## src/rtl/hz_pkg.sv

```systemverilog
// Shared encodings for the hazard controller.
// Assumes a two-bit operand source select consumed by the execute-stage muxes.
package hz_pkg;
    typedef enum logic [1:0] {
        SRC_RF  = 2'd0,
        SRC_WB  = 2'd1,
        SRC_MEM = 2'd2
    } byp_e;
endpackage

```

## src/rtl/hz_shadow.sv

```systemverilog
// Shadow record of the execute, memory and writeback stages.
// Assumes the pipeline advances every cycle; a non-filled execute slot is a no-op.
module hz_shadow #(
    parameter int AW   = 5,
    parameter int NSRC = 2
) (
    input  logic                      clk,
    input  logic                      rst_n,
    input  logic                      fill,
    input  logic [NSRC-1:0][AW-1:0]   id_rs,
    input  logic [NSRC-1:0]           id_use,
    input  logic [AW-1:0]             id_rd,
    input  logic                      id_wen,
    input  logic                      id_load,
    output logic                      ex_v,
    output logic [NSRC-1:0][AW-1:0]   ex_rs,
    output logic [NSRC-1:0]           ex_use,
    output logic [AW-1:0]             ex_rd,
    output logic                      ex_wen,
    output logic                      ex_load,
    output logic                      mem_v,
    output logic [AW-1:0]             mem_rd,
    output logic                      mem_wen,
    output logic                      wb_v,
    output logic [AW-1:0]             wb_rd,
    output logic                      wb_wen
);
    // Execute slot: take the decode instruction or become a bubble.
    always_ff @(posedge clk) begin
        if (!rst_n) begin
            ex_v    <= 1'b0;
            ex_rs   <= '0;
            ex_use  <= '0;
            ex_rd   <= '0;
            ex_wen  <= 1'b0;
            ex_load <= 1'b0;
        end else begin
            ex_v    <= fill;
            ex_rs   <= id_rs;
            ex_use  <= id_use & {NSRC{fill}};
            ex_rd   <= id_rd;
            ex_wen  <= id_wen & fill;
            ex_load <= id_load & fill;
        end
    end

    // Memory and writeback slots: plain shift of producer information.
    always_ff @(posedge clk) begin
        if (!rst_n) begin
            mem_v   <= 1'b0;
            mem_rd  <= '0;
            mem_wen <= 1'b0;
            wb_v    <= 1'b0;
            wb_rd   <= '0;
            wb_wen  <= 1'b0;
        end else begin
            mem_v   <= ex_v;
            mem_rd  <= ex_rd;
            mem_wen <= ex_wen;
            wb_v    <= mem_v;
            wb_rd   <= mem_rd;
            wb_wen  <= mem_wen;
        end
    end
endmodule

```

## src/rtl/hz_bypass.sv

```systemverilog
// Operand source select for one execute-stage source.
// Assumes register 0 reads as zero and is never produced by a later stage.
module hz_bypass
    import hz_pkg::*;
#(
    parameter int AW = 5
) (
    input  logic          ex_v,
    input  logic          src_use,
    input  logic [AW-1:0] src,
    input  logic          mem_v,
    input  logic          mem_wen,
    input  logic [AW-1:0] mem_rd,
    input  logic          wb_v,
    input  logic          wb_wen,
    input  logic [AW-1:0] wb_rd,
    output logic [1:0]    sel
);
    logic live;
    logic mem_hit;
    logic wb_hit;

    // Qualify the source: real instruction, read, and not register 0.
    always_comb live = ex_v && src_use && (src != '0);

    // Match against each younger-to-older producer.
    always_comb begin
        mem_hit = live && mem_v && mem_wen && (mem_rd == src);
        wb_hit  = live && wb_v  && wb_wen  && (wb_rd  == src);
    end

    // Youngest producer wins.
    always_comb begin
        if (mem_hit)     sel = SRC_MEM;
        else if (wb_hit) sel = SRC_WB;
        else             sel = SRC_RF;
    end
endmodule

```

## src/rtl/hz_interlock.sv

```systemverilog
// Load-use stall and branch annul decision.
// Assumes a load result is usable by forwarding only from writeback onward
// for the instruction right behind it; annulment outranks a stall.
module hz_interlock #(
    parameter int AW   = 5,
    parameter int NSRC = 2
) (
    input  logic                    id_valid,
    input  logic [NSRC-1:0][AW-1:0] id_rs,
    input  logic [NSRC-1:0]         id_use,
    input  logic                    ex_v,
    input  logic [AW-1:0]           ex_rd,
    input  logic                    ex_wen,
    input  logic                    ex_load,
    input  logic                    exe_taken,
    output logic                    hold,
    output logic                    kill,
    output logic                    fill
);
    logic [NSRC-1:0] hit;
    logic            load_use;

    // Per-source dependence on the load in execute.
    for (genvar s = 0; s < NSRC; s++) begin : g_dep
        always_comb hit[s] = id_use[s] && (id_rs[s] == ex_rd) && (ex_rd != '0);
    end

    // Combine dependence with the producer being a writing load.
    always_comb load_use = id_valid && ex_v && ex_load && ex_wen && (|hit);

    // Annul first, then stall, then decide whether decode advances.
    always_comb begin
        kill = ex_v && exe_taken;
        hold = load_use && !kill;
        fill = id_valid && !hold && !kill;
    end
endmodule

```

## src/rtl/hazard_unit.sv

```systemverilog
// Hazard controller top: forwarding selects, load-use interlock, branch annul.
// Assumes branches resolve in execute, are predicted not taken, and that the
// datapath applies the hold/bubble/kill outputs in the same cycle.
module hazard_unit #(
    parameter int AW = 5
) (
    input  logic          clk,
    input  logic          rst_n,
    input  logic          id_valid,
    input  logic [AW-1:0] id_rs1,
    input  logic [AW-1:0] id_rs2,
    input  logic          id_use1,
    input  logic          id_use2,
    input  logic [AW-1:0] id_rd,
    input  logic          id_wen,
    input  logic          id_load,
    input  logic          exe_taken,
    output logic [1:0]    fwd_a,
    output logic [1:0]    fwd_b,
    output logic          hold_if,
    output logic          hold_id,
    output logic          bubble_exe,
    output logic          kill_if,
    output logic          kill_id
);
    localparam int NSRC = 2;

    logic [NSRC-1:0][AW-1:0] id_rs;
    logic [NSRC-1:0]         id_use;
    logic                    ex_v, ex_wen, ex_load;
    logic [NSRC-1:0][AW-1:0] ex_rs;
    logic [NSRC-1:0]         ex_use;
    logic [AW-1:0]           ex_rd;
    logic                    mem_v, mem_wen, wb_v, wb_wen;
    logic [AW-1:0]           mem_rd, wb_rd;
    logic                    hold, kill, fill;
    logic [NSRC-1:0][1:0]    sel;

    // Gather decode sources into indexed form.
    always_comb begin
        id_rs  = {id_rs2, id_rs1};
        id_use = {id_use2, id_use1};
    end

    hz_interlock #(.AW(AW), .NSRC(NSRC)) u_lock (
        .id_valid (id_valid),
        .id_rs    (id_rs),
        .id_use   (id_use),
        .ex_v     (ex_v),
        .ex_rd    (ex_rd),
        .ex_wen   (ex_wen),
        .ex_load  (ex_load),
        .exe_taken(exe_taken),
        .hold     (hold),
        .kill     (kill),
        .fill     (fill)
    );

    hz_shadow #(.AW(AW), .NSRC(NSRC)) u_shadow (
        .clk    (clk),
        .rst_n  (rst_n),
        .fill   (fill),
        .id_rs  (id_rs),
        .id_use (id_use),
        .id_rd  (id_rd),
        .id_wen (id_wen),
        .id_load(id_load),
        .ex_v   (ex_v),
        .ex_rs  (ex_rs),
        .ex_use (ex_use),
        .ex_rd  (ex_rd),
        .ex_wen (ex_wen),
        .ex_load(ex_load),
        .mem_v  (mem_v),
        .mem_rd (mem_rd),
        .mem_wen(mem_wen),
        .wb_v   (wb_v),
        .wb_rd  (wb_rd),
        .wb_wen (wb_wen)
    );

    for (genvar s = 0; s < NSRC; s++) begin : g_byp
        hz_bypass #(.AW(AW)) u_byp (
            .ex_v   (ex_v),
            .src_use(ex_use[s]),
            .src    (ex_rs[s]),
            .mem_v  (mem_v),
            .mem_wen(mem_wen),
            .mem_rd (mem_rd),
            .wb_v   (wb_v),
            .wb_wen (wb_wen),
            .wb_rd  (wb_rd),
            .sel    (sel[s])
        );
    end

    // Drive the control outputs.
    always_comb begin
        fwd_a      = sel[0];
        fwd_b      = sel[1];
        hold_if    = hold;
        hold_id    = hold;
        bubble_exe = hold;
        kill_if    = kill;
        kill_id    = kill;
    end
endmodule

```

## config.mk

```make
export PLATFORM = sky130hd
export DESIGN_NAME = hazard_unit
export DESIGN_NICKNAME = d
export VERILOG_FILES = /design/src/rtl/hz_pkg.sv /design/src/rtl/hz_shadow.sv /design/src/rtl/hz_bypass.sv /design/src/rtl/hz_interlock.sv /design/src/rtl/hazard_unit.sv
export SDC_FILE = /design/constraint.sdc
export NUM_CORES = 1
export LEC_CHECK = 0
export ABC_AREA = 1
export BUFFER_PORTS_ARGS = -buffer_cell sky130_fd_sc_hd__buf_4
export CAP_MARGIN = 10
export CORE_MARGIN = 3
export CORE_UTILIZATION = 55
export CTS_CLUSTER_DIAMETER = 120
export DETAILED_ROUTE_END_ITERATION = 7
export PLACE_DENSITY = 0.79
export REMOVE_ABC_BUFFERS = 1
export SLEW_MARGIN = 20
export SYNTH_ARGS = -nofsm -noshare
export SYNTH_HDL_FRONTEND = slang
export SYNTH_HIERARCHICAL = 1
export SYNTH_SLANG_ARGS = --single-unit
```

## constraint.sdc

```tcl
create_clock -name clk -period 1.8 [get_ports clk]
set_input_delay 0 -clock clk [delete_from_list [all_inputs] [get_ports clk]]
set_output_delay 0 -clock clk [all_outputs]
set_load 0.1 [all_outputs]
```

==> results.json, run 1 <==
{
  "clock_skew_ns": 0.005622,
  "vias": 1729,
  "route.detailed.wl_per_inst_um": 11.44,
  "die_h_um": 62.17,
  "end_kind": "output port",
  "drt_pass1_iterations": 5,
  "cts-root-buf": "clkbuf_4",
  "setup_viol": 0,
  "min-delay-start": "rst_n",
  "final_cells": 381,
  "leakage_nw": 1.392,
  "syn-cell-area_sq_mm": 0.001735,
  "area_growth_syn_to_layout_pct": 30.93,
  "hold_depth": 3,
  "hold_path_end": "u_shadow/wb_v",
  "power_switching_uw": 417.6,
  "final-seq-area_sq_um": 684.4,
  "grt-ovfl-total": 0,
  "ys_seq_area_share_pct": 39.22,
  "multi_input_area_sq_um": 718.2,
  "core-area_sq_mm": 0.002877,
  "design.die.area_sq_mm": 0.003865,
  "antenna_cells": 0,
  "drt-vias-per-instance": 4.538,
  "grt_max_degree": 31,
  "tns_ns": 0,
  "p_per_area_mw_per_mm2": 662.1,
  "nNetsFinal": 361,
  "clock_latency_ns": 0.33,
  "antenna_found_initial": 0,
  "grt_pass1_wl_um": 6237,
  "crit_path_start_kind": "flop",
  "cts_buffer_depth": 2,
  "path_class": "flop to output port",
  "ys_types": 16,
  "dp_hpwl_um": 2560,
  "finalHoldViolCount": 0,
  "rrSetupSlack_ns": 0.46,
  "synthCells": 289,
  "io_pins": 32,
  "switching_share_pct": 27.76,
  "cts_tree": "yes",
  "r2r_start": "u_shadow/ex_rd[2]",
  "rr_endpoint": "u_shadow/ex_use[1]",
  "initialDrtViolationCount": 91,
  "cts_buffers": 5,
  "fmax_ghz": 0.5703,
  "worstRegToRegCells": 9,
  "placed_cells": 354,
  "row_count": 19,
  "maxSlewViolCount": 0,
  "pwr-share-comb_pct": 16.3,
  "arrival_ns": 1.75,
  "drive_above_1_share_pct": 17.70,
  "grt_pass1_vias": 1467,
  "ys_ff_latch": 34,
  "slew_headroom_pct": 80.06,
  "finalCritPeriodShare_pct": 97.42,
  "htreeDepth": 2,
  "seqPwrFrac_pct": 54.5,
  "drc": 0,
  "crit_fanout": 4,
  "clk_pin_slew_ns": 0.10,
  "postSynthAreaPerCell_sq_um": 6.005,
  "ant_nets": 0,
  "initial_utilization_pct": 60.33,
  "clkPwrFrac_pct": 29.2,
  "status": "complete, no violations",
  "port_buffers": 31,
  "fillerInstances": 192,
  "die_w_um": 62.17,
  "worstPathRequired_ns": 1.80,
  "min_path_type": "input port to flop",
  "ir_worst_vdd_mv": 0.6048,
  "ys_warn_count": 6,
  "drv_cap": 0,
  "worst_pin_slew_ns": 0.2984,
  "power_mw": 1.504,
  "clkSinkCount": 34,
  "power.internal_mw": 1.087,
  "fin_crit_ns": 1.753,
  "gp_congestion": 0.9673,
  "gr-usage-all-layers_pct": 20.22,
  "routed_wirelength_um": 4358
}
==> critical path, stage by stage, from the launching register on <==
cell,delay [ns]
dfxtp_1,0.40
inv_2,0.07
nand2_1,0.07
nand2_1,0.09
nor2_2,0.13
nand3_2,0.14
a21oi_4,0.30
buf_12,0.22
==> metrics by stage <==
| stage | cell area [sq um] | hold WS [ns] | setup slack (ns) | utilization [%] |
|---|---|---|---|---|
| after CTS | 2216 | 0.02055 | 0.1327 | 77.03 |
| after global placement | 1966 | 0.1818 | 0.5380 | 68.33 |
| after floorplan | 1680 | 0.09345 | -1.442 | - |
| final | 2272 | 0.03187 | 0.04651 | 78.99 |
| after global routing | 2272 | 0.03252 | -0.01432 | 78.99 |
| after detailed placement | 1966 | 0.1859 | 0.5168 | 68.33 |
==> cell type report <==
class	instances	area share, %
clock buffer	7	2.423
clock inverter	1	0.2203
inverter	79	13.05
multi-input combinational	168	31.61
sequential	34	30.12
tap	42	2.313
timing repair buffer	50	20.26
==> sequential cells by signal, indices dropped and copies added (netlist names) <==
name / count
u_shadow/mem_wen: 1
u_shadow/ex_use: 2
u_shadow/mem_rd: 5
u_shadow/wb_rd: 5
u_shadow/ex_rd: 5
u_shadow/ex_wen: 1
u_shadow/ex_load: 1
u_shadow/ex_v: 1
u_shadow/wb_wen: 1
u_shadow/ex_rs: 10
u_shadow/mem_v: 1
u_shadow/wb_v: 1
==> Yosys cell counts <==
cell | number | area share, %
nor3_1 | 1 | 0.29
nand2_2 | 3 | 1.1
buf_2 | 2 | 0.58
nor2_1 | 32 | 6.9
nand3_2 | 1 | 0.58
nand2_1 | 109 | 24
nor2_2 | 4 | 1.4
nand3_1 | 10 | 2.9
buf_4 | 6 | 2.6
dfxtp_1 | 34 | 39
nand4_1 | 1 | 0.36
a21oi_2 | 2 | 1.0
inv_1 | 72 | 16
inv_2 | 7 | 1.5
and3_1 | 1 | 0.36
xor2_1 | 4 | 2.0
==> cells in the final DEF, fill, tap and decap left out, drive strengths merged <==
cell         synthesis  routed
nor3                 1       1
dlygate4sd3          0      19
nor2                36      36
dfxtp               34      34
nand3               11      11
and3                 1       1
a21oi                2       2
xor2                 4       4
clkinv               0       1
nand2              112     112
nand4                1       1
buf                  8      31
inv                 79      79
clkbuf               0       7
==> logic make-up (layout without fill, tap and decap cells) <==
logic type	Yosys count	count (layout)	share of synthesized area (%)
flops	34	34	39.22
compound gates	2	2	1.010
buf+inv	87	137	20.26
xor+xnor	4	4	2.019
simple gates	162	162	37.49
==> layer usage <==
metal / vias to the layer above / part of all wire (%) / wire, um / GRT usage [%]
met4: 0 / 3.1 / 133 / 9.116
met5: - / 0 / 0 / 0
met3: 16 / 6.9 / 301 / 5.586
met2: 74 / 51 / 2211 / 36.02
met1: 741 / 39 / 1711 / 22.28
li1: 898 / - / - / -
==> power groups by stage <==
stage | Combinational, mW | Clock, mW | Sequential [mW]
after global placement | 0.192 | 0 | 0.835
after floorplan | 0.122 | 0 | 0.826
after global routing | 0.269 | 0.476 | 0.825
final | 0.245 | 0.439 | 0.820
after CTS | 0.228 | 0.447 | 0.818
after detailed placement | 0.195 | 0 | 0.836
==> worst max-delay path by stage <==
| stage | startpoint | to | slack [ns] | cells after the start |
|---|---|---|---|---|
| after floorplan | u_shadow/ex_rd[3] | bubble_exe | -1.44 | 6 |
| after global placement | u_shadow/ex_rd[4] | hold_if | 0.54 | 7 |
| after detailed placement | u_shadow/ex_rd[4] | hold_id | 0.52 | 7 |
| after CTS | u_shadow/ex_rd[3] | hold_id | 0.13 | 7 |
| after global routing | u_shadow/ex_v | bubble_exe | -0.01 | 4 |
| final | u_shadow/ex_rd[2] | bubble_exe | 0.05 | 7 |
==> repair_timing <==
action,CTS,global route
endpoints found under the setup margin,0,3
gates resized for setup,0,15
setup buffers,0,0
endpoints found under the hold margin,19,0
hold buffers,19,0
No activity file was read; power rests on OpenSTA's default activity.
==> run 2: changes to the inputs <==
RECOVER_POWER = 25   (was not set)
==> run 2 against run 1 <==
Effect of this change: count of clock-buffer cells in the layout is the same; combinational power shrank 3%; first-iteration DRC count shrank 16%; design area shrank 1.2%; largest cell class unchanged; sequential share of layout area grew 0.35 points.
==> results.json, run 2 (same netlist as run 1, synthesis figures left out) <==
{
  "regMostFlops": "u_shadow/ex_rs",
  "hold_depth": 3,
  "initial_utilization_pct": 60.33,
  "antenna_cells": 0,
  "clkSinkCount": 34,
  "crit_path_start_kind": "flop",
  "maxSlewViolCount": 0,
  "cts_tree": "yes",
  "startpoint": "u_shadow/ex_rd[2]",
  "io_pins": 32,
  "drv_cap": 0,
  "crit_fanout": 4,
  "path_class": "flop to output port",
  "finalCritPeriodShare_pct": 97.73,
  "port_buffers": 31,
  "grt-ovfl-total": 0,
  "end_kind": "output port",
  "status": "complete, no violations",
  "worstRegToRegCells": 9,
  "largest_reg_flops": 10,
  "finalHoldViolCount": 0,
  "row_count": 19,
  "final_cell_mix": "nand2_1 (109), inv_1 (72), nor2_1 (31), dfxtp_1 (31), dlygate4sd3_1 (19)",
  "dpl_worst_slack_ns": 0.5168,
  "die_h_um": 62.17,
  "r2r_start": "u_shadow/ex_rd[2]",
  "dp_hpwl_um": 2560,
  "fmax_ghz": 0.5685,
  "drive_above_1_share_pct": 15.63,
  "fin_crit_ns": 1.759,
  "die_w_um": 62.17,
  "cts-root-buf": "clkbuf_4",
  "gp_congestion": 0.9673,
  "grt_pass1_vias": 1467,
  "cts_buffer_depth": 2,
  "post-cts-setup-buffers": 0,
  "drt_pass1_iterations": 5,
  "clock_latency_ns": 0.33,
  "clk_pin_slew_ns": 0.10,
  "htreeDepth": 2,
  "route.detailed.wl_per_inst_um": 11.40,
  "worst_pin_slew_ns": 0.3086,
  "gr-usage-all-layers_pct": 20.22,
  "grt_max_degree": 31,
  "drc": 0,
  "core-area_sq_mm": 0.002877,
  "leakage_nw": 1.366,
  "antenna_found_initial": 0,
  "arrival_ns": 1.76,
  "ant_nets": 0,
  "ir_worst_vdd_mv": 0.6089,
  "area_growth_syn_to_layout_pct": 29.42,
  "vias": 1741,
  "design.die.area_sq_mm": 0.003865,
  "routed_wirelength_um": 4344,
  "fin_ws_ns": 0.04091,
  "min-delay-start": "rst_n",
  "p_per_area_mw_per_mm2": 665.9,
  "cts_buffers": 5,
  "worstPathRequired_ns": 1.80,
  "tns_ns": 0,
  "setup_viol": 0,
  "final_common_cell": "nand2_1",
  "nNetsFinal": 361,
  "drt-vias-per-instance": 4.570,
  "grt_pass1_wl_um": 6237,
  "min_path_type": "input port to flop",
  "slew_headroom_pct": 79.38,
  "initialDrtViolationCount": 76,
  "clock_skew_ns": 0.003863
}
## run 2: cell count changes in the layout (fill, tap and decap cells not counted), sizes merged
cell and change:
buf -10, clkbuf +10
## run 2: path summary, 6_finish.rpt
path                              to  slack, ns
setup / recovery          bubble_exe       0.04
hold / removal         u_shadow/wb_v       0.04
setup reg to reg  u_shadow/ex_use[1]       0.47
hold reg to reg      u_shadow/wb_wen       0.46
## run 2: what timing repair did
item / in CTS / in global routing
setup endpoints to repair: 0 / 3
hold endpoints to repair: 19 / 0
hold buffers: 19 / 0
resized for setup: 0 / 15
## run 2: final cells by class
type,instances,area [sq um]
Clock buffer,7,55.05
Clock inverter,1,5.005
Fill cell,206,630.6
Inverter,79,296.5
Multi-Input combinational cell,168,718.2
Sequential cell,34,684.4
Tap cell,42,52.55
Timing Repair Buffer,50,434.2
## run 2: critical path: stages (launching register included)
cell	delay [ns]
dfxtp_1	0.40
inv_2	0.07
nand2_1	0.07
nand2_1	0.09
nor2_2	0.13
nand3_2	0.14
a21oi_4	0.31
buf_12	0.22
## run 2: where the power goes
group          internal (mW)  total [mW]  switching, mW
clock network          0.189       0.437          0.248
logic                  0.105       0.238          0.133
registers              0.786       0.820         0.0343
## run 2: stage by stage
stage | instances | power (mW) | cell area, sq um | util (%) | hold slack [ns]
detailed placement | 354 | 1.031 | 1966 | 68.33 | 0.1859
global placement | 354 | 1.026 | 1966 | 68.33 | 0.1818
global route | 381 | 1.564 | 2246 | 78.08 | 0.03318
finish | 381 | 1.496 | 2246 | 78.08 | 0.04092
CTS | 381 | 1.493 | 2216 | 77.03 | 0.02055
floorplan | 281 | 0.9481 | 1680 | - | 0.09345
## run 2: per-layer routing
layer | up-vias | share of wire, % | GRT usage [%]
met1 | 751 | 39 | 22.28
li1 | 896 | - | -
met5 | - | 0 | 0
met2 | 81 | 51 | 36.02
met4 | 0 | 2.6 | 9.116
met3 | 13 | 7.3 | 5.586
